File: config.mk
export PLATFORM = sky130hd
export DESIGN_NAME = rs_row_encoder
export DESIGN_NICKNAME = d
export VERILOG_FILES = /design/src/rtl/rsenc_pkg.sv /design/src/rtl/rsenc_gf_cmul.sv /design/src/rtl/rsenc_lfsr.sv /design/src/rtl/rsenc_row_ctrl.sv /design/src/rtl/rs_row_encoder.sv
export SDC_FILE = /design/constraint.sdc
export NUM_CORES = 1
export LEC_CHECK = 0
export BUFFER_PORTS_ARGS = -buffer_cell sky130_fd_sc_hd__clkbuf_2
export CAP_MARGIN = 20
export CORE_ASPECT_RATIO = 0.8
export CORE_UTILIZATION = 35
export CTS_CLUSTER_DIAMETER = 150
export DETAILED_ROUTE_END_ITERATION = 12
export PLACE_DENSITY = 0.63
export SLEW_MARGIN = 20
export SYNTH_ARGS = -nofsm -noshare
export SYNTH_HDL_FRONTEND = slang
export SYNTH_SLANG_ARGS = --single-unit
export TNS_END_PERCENT = 5
File: constraint.sdc
create_clock -name clk -period 1.5 [get_ports clk]
set_clock_uncertainty 0.15 [all_clocks]
set_input_delay 0.075 -clock clk [delete_from_list [all_inputs] [get_ports clk]]
set_output_delay 0.075 -clock clk [all_outputs]
set_load 0.05 [all_outputs]
File: src/rtl/rsenc_pkg.sv
package rsenc_pkg;
  localparam int SYM_W = 8;
  localparam int NPAR  = 2;
  localparam logic [SYM_W:0]   FIELD_POLY = 9'h11D;
  localparam logic [SYM_W-1:0] ALPHA      = 8'h02;

  typedef logic [SYM_W-1:0] sym_t;
  typedef sym_t [NPAR:0]    gpoly_t;

  // multiply by x modulo the field polynomial
  function automatic sym_t gf_xtime(input sym_t a);
    sym_t r;
    r = {a[SYM_W-2:0], 1'b0};
    if (a[SYM_W-1]) r = r ^ FIELD_POLY[SYM_W-1:0];
    return r;
  endfunction

  // general field product, lsb-first shift and add
  function automatic sym_t gf_mul(input sym_t a, input sym_t b);
    sym_t p;
    sym_t s;
    p = '0;
    s = a;
    for (int i = 0; i < SYM_W; i++) begin
      if (b[i]) p = p ^ s;
      s = gf_xtime(s);
    end
    return p;
  endfunction

  // product of (x + alpha^j), j = 0 .. NPAR-1; index k holds coefficient of x^k
  function automatic gpoly_t gen_poly();
    gpoly_t g;
    sym_t   root;
    g    = '0;
    g[0] = sym_t'(1);
    root = sym_t'(1);
    for (int j = 0; j < NPAR; j++) begin
      for (int k = NPAR; k > 0; k--) g[k] = g[k-1] ^ gf_mul(g[k], root);
      g[0] = gf_mul(g[0], root);
      root = gf_mul(root, ALPHA);
    end
    return g;
  endfunction

  localparam gpoly_t GEN = gen_poly();
endpackage

File: src/rtl/rsenc_gf_cmul.sv
module rsenc_gf_cmul
  import rsenc_pkg::*;
#(
  parameter sym_t COEF = sym_t'(1)
) (
  input  sym_t x,
  output sym_t y
);
  assign y = gf_mul(x, COEF);
endmodule

File: src/rtl/rsenc_lfsr.sv
module rsenc_lfsr
  import rsenc_pkg::*;
(
  input  logic                clk,
  input  logic                rst_n,
  input  logic                shift_en,
  input  logic                clear,
  input  sym_t                din,
  output sym_t [NPAR-1:0]     state_nxt
);
  sym_t [NPAR-1:0] state_q;
  sym_t [NPAR-1:0] base;
  sym_t [NPAR-1:0] prod;
  sym_t            fb;

  assign base = clear ? '0 : state_q;
  assign fb   = din ^ base[NPAR-1];

  for (genvar j = 0; j < NPAR; j++) begin : g_tap
    rsenc_gf_cmul #(.COEF(GEN[j])) u_mul (.x(fb), .y(prod[j]));
    if (j == 0) begin : g_low
      assign state_nxt[j] = prod[j];
    end else begin : g_up
      assign state_nxt[j] = base[j-1] ^ prod[j];
    end
  end

  always_ff @(posedge clk or negedge rst_n) begin
    if (!rst_n)        state_q <= '0;
    else if (shift_en) state_q <= state_nxt;
  end
endmodule

File: src/rtl/rsenc_row_ctrl.sv
module rsenc_row_ctrl #(
  parameter int MAX_ROW = 253
) (
  input  logic                           clk,
  input  logic                           rst_n,
  input  logic                           in_valid,
  input  logic                           in_first,
  input  logic                           in_last,
  output logic                           row_start,
  output logic                           row_end,
  output logic                           shift_en,
  output logic                           done_q,
  output logic [$clog2(MAX_ROW+2)-1:0]   row_len
);
  localparam int CNT_W = $clog2(MAX_ROW + 2);

  assign shift_en  = in_valid;
  assign row_start = in_valid && in_first;
  assign row_end   = in_valid && in_last;

  always_ff @(posedge clk or negedge rst_n) begin
    if (!rst_n) begin
      done_q  <= 1'b0;
      row_len <= '0;
    end else begin
      done_q <= row_end;
      if (row_start)
        row_len <= CNT_W'(1);
      else if (in_valid && (row_len <= CNT_W'(MAX_ROW)))
        row_len <= row_len + CNT_W'(1);
    end
  end
endmodule

File: src/rtl/rs_row_encoder.sv
module rs_row_encoder
  import rsenc_pkg::*;
#(
  parameter int MAX_ROW = 253
) (
  input  logic             clk,
  input  logic             rst_n,
  input  logic             in_valid,
  input  logic             in_first,
  input  logic             in_last,
  input  logic [SYM_W-1:0] in_sym,
  output logic             par_done,
  output logic [SYM_W-1:0] par_hi,
  output logic [SYM_W-1:0] par_lo
);
  localparam int CNT_W = $clog2(MAX_ROW + 2);

  logic                 row_start;
  logic                 row_end;
  logic                 shift_en;
  logic [CNT_W-1:0]     row_len;
  sym_t [NPAR-1:0]      state_nxt;

  rsenc_row_ctrl #(.MAX_ROW(MAX_ROW)) u_ctrl (
    .clk(clk), .rst_n(rst_n),
    .in_valid(in_valid), .in_first(in_first), .in_last(in_last),
    .row_start(row_start), .row_end(row_end), .shift_en(shift_en),
    .done_q(par_done), .row_len(row_len)
  );

  rsenc_lfsr u_lfsr (
    .clk(clk), .rst_n(rst_n),
    .shift_en(shift_en), .clear(row_start), .din(in_sym),
    .state_nxt(state_nxt)
  );

  // check symbols captured as the last data symbol is accepted
  always_ff @(posedge clk or negedge rst_n) begin
    if (!rst_n) begin
      par_hi <= '0;
      par_lo <= '0;
    end else if (row_end) begin
      par_hi <= state_nxt[NPAR-1];
      par_lo <= state_nxt[0];
    end
  end
endmodule

# == Word level (Yosys, flattened, before mapping) ==
# Cells that the tools add are included.
# Widths: inputs -> output; s select.
# word_totals
ff_bits,33
input_bits,13
out_inout_bits,17
word_cells,13
# op_classes
muxes,2
n_bitwise,4
n_reduce_logical,2
# op_table
operator,count
$xor 8x8->8,3
$mux 16,1
$mux 5,1
$not 4->4,1
$logic_and 1x1->1,2

# == Logic depth before layout (Yosys ltp) ==
# Gate-level depths: netlist (run 1).
# depth
ltp_word,7
ltp_mapped,6
depth_no_buf,5

# == Hierarchy ==
# Synthesis (run 1) repeated with hierarchy kept, for this count alone.
# hier_totals
cells_unflattened,194
hier_area_um2,2398.6
# modules_own_cells
module,instances,cells_per_inst,area_per_inst_um2,seq_area_each_um2
rsenc_lfsr,1,85,988.4,400.4
rs_row_encoder,1,34,649.4,400.4
rsenc_row_ctrl,1,58,570.5,225.2
rsenc_gf_cmul (u_lfsr.g_tap[1].u_mul),1,9,126.4,0.0
rsenc_gf_cmul (u_lfsr.g_tap[0].u_mul),1,8,63.8,0.0

# == Least setup slack after synthesis (run 1) ==
# No wires, ideal clock.
# synth_path
path_kind,flip-flop to flip-flop
startpoint,register u_lfsr.state_q[13] (netlist name)
endpoint,register u_lfsr.state_q[14] (netlist name)
setup_ns,0.078
arrival_time_ns,1.346
required_time_ns,1.272
setup_slack_ns,-0.073
path_stages_with_launch,6
n_path_buf,0
period_less_slack_ns,1.573
cell_sequence,dfrtp_1 -> a21boi_1 -> xnor2_1 -> mux2i_1 -> o221ai_1 -> a21oi_1
# synth_between
elab_chain_len,4
# synth_lines
element,line_no,source
start: declaration,rsenc_lfsr.sv:11,sym_t [NPAR-1:0] state_q;
start signal: assignment,rsenc_lfsr.sv:30,else if (shift_en) state_q <= state_nxt;
$mux 16,rsenc_lfsr.sv:16,assign base = clear ? '0 : state_q;
$xor 8x8->8,rsenc_lfsr.sv:17,assign fb = din ^ base[NPAR-1];
$xor 8x8->8,rsenc_pkg.sv:25,if (b[i]) p = p ^ s;
$xor 8x8->8,rsenc_lfsr.sv:24,assign state_nxt[j] = base[j-1] ^ prod[j];
# Every way passes these cells.
# A chain may end at the register's enable or synchronous reset.

# == Worst setup path in the final report (run 1) ==
# layout_path
startpoint,register u_lfsr.state_q[15] (netlist name)
endpoint,register u_lfsr.state_q[11] (netlist name)
# layout_between
elab_chain_len,5
# layout_lines
element,line_no,source
$mux 16,rsenc_lfsr.sv:16,
$xor 8x8->8,rsenc_lfsr.sv:17,
$mux 5,rsenc_pkg.sv:14,if (a[SYM_W-1]) r = r ^ FIELD_POLY[SYM_W-1:0];
$xor 8x8->8,rsenc_pkg.sv:25,
$xor 8x8->8,rsenc_lfsr.sv:24,
# Every way passes these cells.

==> results of run 1 <==
registers in the layout, indices dropped and copies added (netlist names):
signal	flops
u_lfsr.state_q	16
par_hi	8
par_lo	8
u_ctrl.done_q	1
metal layers:
metal | GRT usage (%) | up-vias
met4 | 4.44 | 0
met5 | 0 | -
met2 | 22.7 | 18
li1 | - | 742
met3 | 3.69 | 4
met1 | 22.1 | 688
power breakdown:
group          switching [mW]  internal, mW  leakage (nW)
logic                    1.89          1.54         0.733
clock network           0.325         0.321        0.0450
registers               0.326          1.29         0.390
total                    2.55          3.15          1.17
kinds of logic after synthesis:
group | Yosys count | share of synthesized area (%)
XOR/XNOR | 49 | 25.2
flip-flops | 33 | 41.3
multiplexers | 15 | 8.76
buffers and inverters | 16 | 3.44
AO/OA/AOI/OAI | 28 | 8.51
AND/OR/NAND/NOR | 55 | 12.8
synth_stat cells, types with 2 or more instances:
master,count
a21oi_1,9
clkbuf_1,10
dfrtp_1,33
inv_1,3
mux2_2,12
mux2_4,2
nand2_1,30
nand3_1,2
nand3_2,2
nand4_1,2
nor2_1,10
nor2b_1,3
o211ai_1,2
o21ai_0,10
or3_1,2
xnor2_1,23
xnor2_2,3
xor2_1,19
xor2_2,2
xor2_4,2
worst register-to-register path, stage by stage, from the launching register on:
cell and delay (ps):
dfrtp_1 430, xor2_1 200, nand2_2 140, xnor2_2 170
xnor2_1 150, mux2_2 260
cell type report:
cell class	count	share of cell area [%]
multi-input combinational	147	46.4
sequential	33	32.5
timing repair buffer	55	13.5
tap	78	3.84
clock buffer	6	2.85
inverter	4	0.590
clock inverter	2	0.394
timing repair:
action / in CTS / in global routing
gates cloned: 0 / 0
pin swaps: 3 / 3
resized for setup: 6 / 4
hold buffers: 1 / 0
setup endpoints to repair: 19 / 21
endpoints found under the hold margin: 33 / 0
per-stage QoR:
step,instances,setup WS [ps],cell area (um^2),power (mW)
6_report,325,-113,2540,5.69
3_3_place_gp,316,-72.4,2390,4.89
3_5_place_dp,316,-101,2390,4.94
4_1_cts,325,-113,2520,5.69
2_1_floorplan,196,-21.7,2020,4.11
5_1_grt,325,-177,2540,6.13
worst max-delay path by stage:
stage / slack [ps] / start / endpoint
floorplan: -20 / u_lfsr.state_q[15] / u_lfsr.state_q[3]
global placement: -70 / in_sym[7] / u_lfsr.state_q[12]
detailed placement: -100 / in_sym[7] / u_lfsr.state_q[12]
CTS: -110 / u_lfsr.state_q[15] / par_hi[3]
global route: -180 / u_lfsr.state_q[15] / u_lfsr.state_q[11]
finish: -110 / u_lfsr.state_q[15] / u_lfsr.state_q[11]
==> results.tsv, run 1 <==
metric	value	unit
n_diodes	0	
Ys Warns	0	
Ports	30	
R2R Path Start	u_lfsr.state_q[15]	
final hold vios	0	
synth top area cells	dfrtp_1 (41%), xnor2_1 (10%), xor2_1 (8.3%)	
Total Wirelength	4120	um
register area share after synthesis	41.3	%
Setup CP Type	reg -> reg	
critical-path maximum fanout	4	
fmax	620	MHz
unrepaired setup endpoints after global routing	true	
vias per cell	4.47	
Post-synth EDFFs	0	
grt total ovfl	0	
PnR worst setup slack	-113	ps
Worst-Margin Slew	438	ps
violated checks	setup timing	
CP required	1520	ps
Max Cap Viol	0	
number of global-route vias before repair	1368	
Reg clk slew, reported paths	70	ps
synthesized area	2000	um^2
CTS root buf	clkbuf_8	
Clk Latency, worst-skew pair	280	ps
Worst slew margin	70.8	%
PD cells	2240	nW/um^2
Num CTS Buffers	5	
status	complete, but fails checks	
top_reg_cell synth	dfrtp_1	
CTS H-tree lvls	2	
mean cell area of the mapped netlist	10.2	um^2
Die Area	6020	um^2
R2R Setup Slk	-110	ps
Worst Hold Launch	in_sym[0]	
commonest non-fill, non-tap cell in the layout	dfrtp_1	
CP delay by family, top	XOR/XNOR gates	
P_leak	1.17	nW
die height	69.6	um
Post-Syn Nets	209	
Clock Path Buffers	2	
Overall Global Routing Usage	15.3	%
register bit total from synthesis	33	
RR Endpoint	u_lfsr.state_q[11]	
largest net degree at the start of global routing	34	
First DRT Iteration DRCs	38	
TritonRoute pass-1 iters	5	
# port buffers	29	
Hold Path Depth	3	
fill count	547	
Critical Path, Cell by Cell	xor2_1 > nand2_2 > xnor2_2 > xnor2_1 > mux2_2	
Sink Count	33	
Initial Util	36.6	%
CTS tree	yes	
initial antenna violation count	0	
asr flop ratio synth	100	%
R2R depth	5	
CP startpoint kind	flip-flop	
first-pass GRT wire length	7010	um
die width	86.5	um
commonest cells after routing, fill and taps aside	dfrtp_1 (33), nand2_1 (30), clkbuf_2 (29)	
# setup viols final	16	
buffer and inverter count on the worst path	0	
Final Core Density	46.5	%
Final min period	1610	ps
layout cell share with drive strength beyond 1	38.1	%
multi-input logic area	1180	um^2
register area	826	um^2
Post-CTS Setup Bufs	0	
WL met2	1920	um
core area	5470	um^2
crit share post-route	108	%
row count	24	
Detail Placement HPWL	3030	um
DRT met1 WL	2050	um
hold endpoint	u_lfsr.state_q[1]	
worst hold slack	30.4	ps
max-slew violation count	0	
slowest CP cell	dfrtp_1	
Gate Count Post-Synth	196	
antenna viol nets, final	0	
Crit path largest cell delay	430	ps
hold crit path type	in -> reg	
critical path depth	5	
total negative slack	-804	ps
top-area cell type share of the netlist area	41.3	%
uppermost layer routed	met4	
Routability Congestion	0.776	
cell taking the most area after synthesis	dfrtp_1	
crit path capture type	flip-flop	
DRC Markers	0	
Max IR drop VDD	0.00103	V
synth-to-layout area growth	27.2	%
Netlist cell types	35	
Critical Path AT	1630	ps
via count	1452	
Layout Nets	259	
Routed met3 length	112	um
drt wl/cell	12.7	um
(Power assumes the default switching activity.)
==> run 2: changes to the inputs <==
--- a/config.mk
+++ b/config.mk
@@ -11,7 +11,7 @@
 export CORE_UTILIZATION = 35
 export CTS_CLUSTER_DIAMETER = 150
 export DETAILED_ROUTE_END_ITERATION = 12
-export PLACE_DENSITY = 0.63
+export PLACE_DENSITY = 0.61
 export SLEW_MARGIN = 20
 export SYNTH_ARGS = -nofsm -noshare
 export SYNTH_HDL_FRONTEND = slang
==> constraint.sdc (replaced) <==
create_clock -name clk -period 2 [get_ports clk]
set_clock_uncertainty 0.15 [all_clocks]
set_input_delay 0.1 -clock clk [delete_from_list [all_inputs] [get_ports clk]]
set_output_delay 0.1 -clock clk [all_outputs]
set_load 0.05 [all_outputs]
==> results.tsv, run 2 (synthesis results as in run 1) <==
metric	value	unit
status	finished, final reports clean	
Crit path largest cell delay	410	ps
DP Area	2240	um^2
Max IR drop VDD	0.000845	V
largest net degree at the start of global routing	23	
First DRT Iteration DRCs	34	
Largest regs	u_lfsr.state_q x16, par_hi x8, par_lo x8	
Worst slew margin	70.6	%
via count	1397	
CTS root buf	clkbuf_8	
Setup CP Type	reg -> reg	
critical path depth	5	
Critical Path AT	1790	ps
Reg clk slew, reported paths	70	ps
first-pass GRT wire length	6850	um
number of global-route vias before repair	1360	
Num CTS Buffers	5	
fill count	552	
crit share post-route	86.0	%
Worst-Margin Slew	438	ps
die width	86.5	um
crit path capture type	flip-flop	
P_leak	1.05	nW
Final min period	1720	ps
R2R Setup Slk	280	ps
critical-path maximum fanout	5	
slowest CP cell	dfrtp_1	
commonest cells after routing, fill and taps aside	dfrtp_1 (33), nand2_1 (30), clkbuf_2 (29)	
Hold Path Depth	3	
CTS H-tree lvls	2	
Initial Util	36.6	%
commonest non-fill, non-tap cell in the layout	dfrtp_1	
die height	69.6	um
row count	24	
buffer and inverter count on the worst path	0	
post-route cell area	2350	um^2
Overall Global Routing Usage	15.3	%
Max Cap Viol	0	
P_sw	1.84	mW
core area	5470	um^2
synth-to-layout area growth	17.8	%
most flop-heavy register	u_lfsr.state_q	
TritonRoute pass-1 iters	4	
antenna viol nets, final	0	
Die Area	6020	um^2
R2R depth	5	
CP required	2070	ps
Clock Path Buffers	2	
clock share of power	15.2	%
CTS tree	yes	
cell internal pwr	2.23	mW
Detail Placement HPWL	2890	um
Layout Cells excl Fill	306	
Critical Path, Cell by Cell	a21boi_1 > xnor2_1 > mux2i_1 > o221ai_1 > a21oi_1	
max reg flops	16	
# setup viols final	0	
Layout Nets	241	
grt total ovfl	0	
Sink Count	33	
Post-Place Cells	298	
initial antenna violation count	0	
# port buffers	29	
hold crit path type	in -> reg	
CP delay by family, top	compound AO/OA/AOI/OAI gates	
Total Wirelength	3970	um
final hold vios	0	
CP startpoint kind	flip-flop	
vias per cell	4.57	
DRC Markers	0	
drt wl/cell	13.0	um
post-CTS sizing	0	
Clk Latency, worst-skew pair	300	ps
unrepaired setup endpoints after global routing	false	
n_diodes	0	
Switching Fraction	45.2	%
Routability Congestion	0.710	
layout cell share with drive strength beyond 1	30.3	%
combinational share of power	54.2	%
Seq pwr share	30.6	%
PD cells	1730	nW/um^2
fmax	581	MHz
Ports	30	
total negative slack	0	ps
max-slew violation count	0	
[run 2: changes by cell type in the layout (fill, tap and decap cells not counted), sizes merged]
cell    before  now
buf         25    7
bufinv       0    1
clkbuf      35   34
clkinv       3    2
[run 2: worst register-to-register path, cell delays in order, from the launching register on]
cell and delay, ps:
dfrtp_1 410, a21boi_1 170, xnor2_1 410, mux2i_1 250, o221ai_1 120, a21oi_1 140
[run 2: path summary, 6_finish.rpt]
kind	from	end
max reg2reg	u_lfsr.state_q[13]	u_lfsr.state_q[14]
min in group asynchronous	rst_n	par_lo[5]
max	u_lfsr.state_q[13]	u_lfsr.state_q[14]
min	in_sym[5]	par_lo[6]
max in group asynchronous	rst_n	par_hi[6]
min reg2reg	par_hi[0]	par_hi[0]
[run 2: layout make-up]
| class | count | area, um^2 | share of cell area [%] |
|---|---|---|---|
| clock buffers | 5 | 68.8 | 2.92 |
| clock inverters | 2 | 35.0 | 1.49 |
| inverters | 4 | 15.0 | 0.638 |
| multi-input cells | 147 | 1100 | 46.9 |
| flip-flops and latches | 33 | 826 | 35.1 |
| well taps | 78 | 97.6 | 4.14 |
| repair buffers | 37 | 208 | 8.82 |
[run 2: what timing repair did]
item                                   CTS  global route
endpoints found under the hold margin   33             0
setup buffers                            0             0
hold buffers                             1             0
[run 2: power groups by stage]
| stage | registers [mW] | logic, mW | clock network [mW] |
|---|---|---|---|
| after detailed placement | 1.26 | 2.22 | 0 |
| after global placement | 1.25 | 2.20 | 0 |
| final | 1.25 | 2.21 | 0.618 |
| after CTS | 1.25 | 2.23 | 0.641 |
| after global routing | 1.29 | 2.42 | 0.670 |
| after floorplan | 1.66 | 1.41 | 0 |
[run 2: routing by layer]
metal | track usage [%] | up-vias | wire length (um)
met5 | 0 | - | 0
met4 | 7.22 | 0 | 87
met1 | 22.2 | 658 | 2120
li1 | - | 705 | -
met3 | 4.17 | 7 | 176
met2 | 20.9 | 27 | 1590
[run 2: stage by stage]
| stage | hold WS [ps] | power [mW] | util (%) | setup WS (ps) |
|---|---|---|---|---|
| floorplan | -346 | 3.07 | - | 427 |
| global placement | -143 | 3.45 | 41.0 | 313 |
| detailed placement | -137 | 3.48 | 41.0 | 282 |
| CTS | 35.2 | 4.12 | 43.1 | 287 |
| global route | 50.0 | 4.38 | 43.1 | 120 |
| finish | 40.3 | 4.08 | 43.1 | 279 |
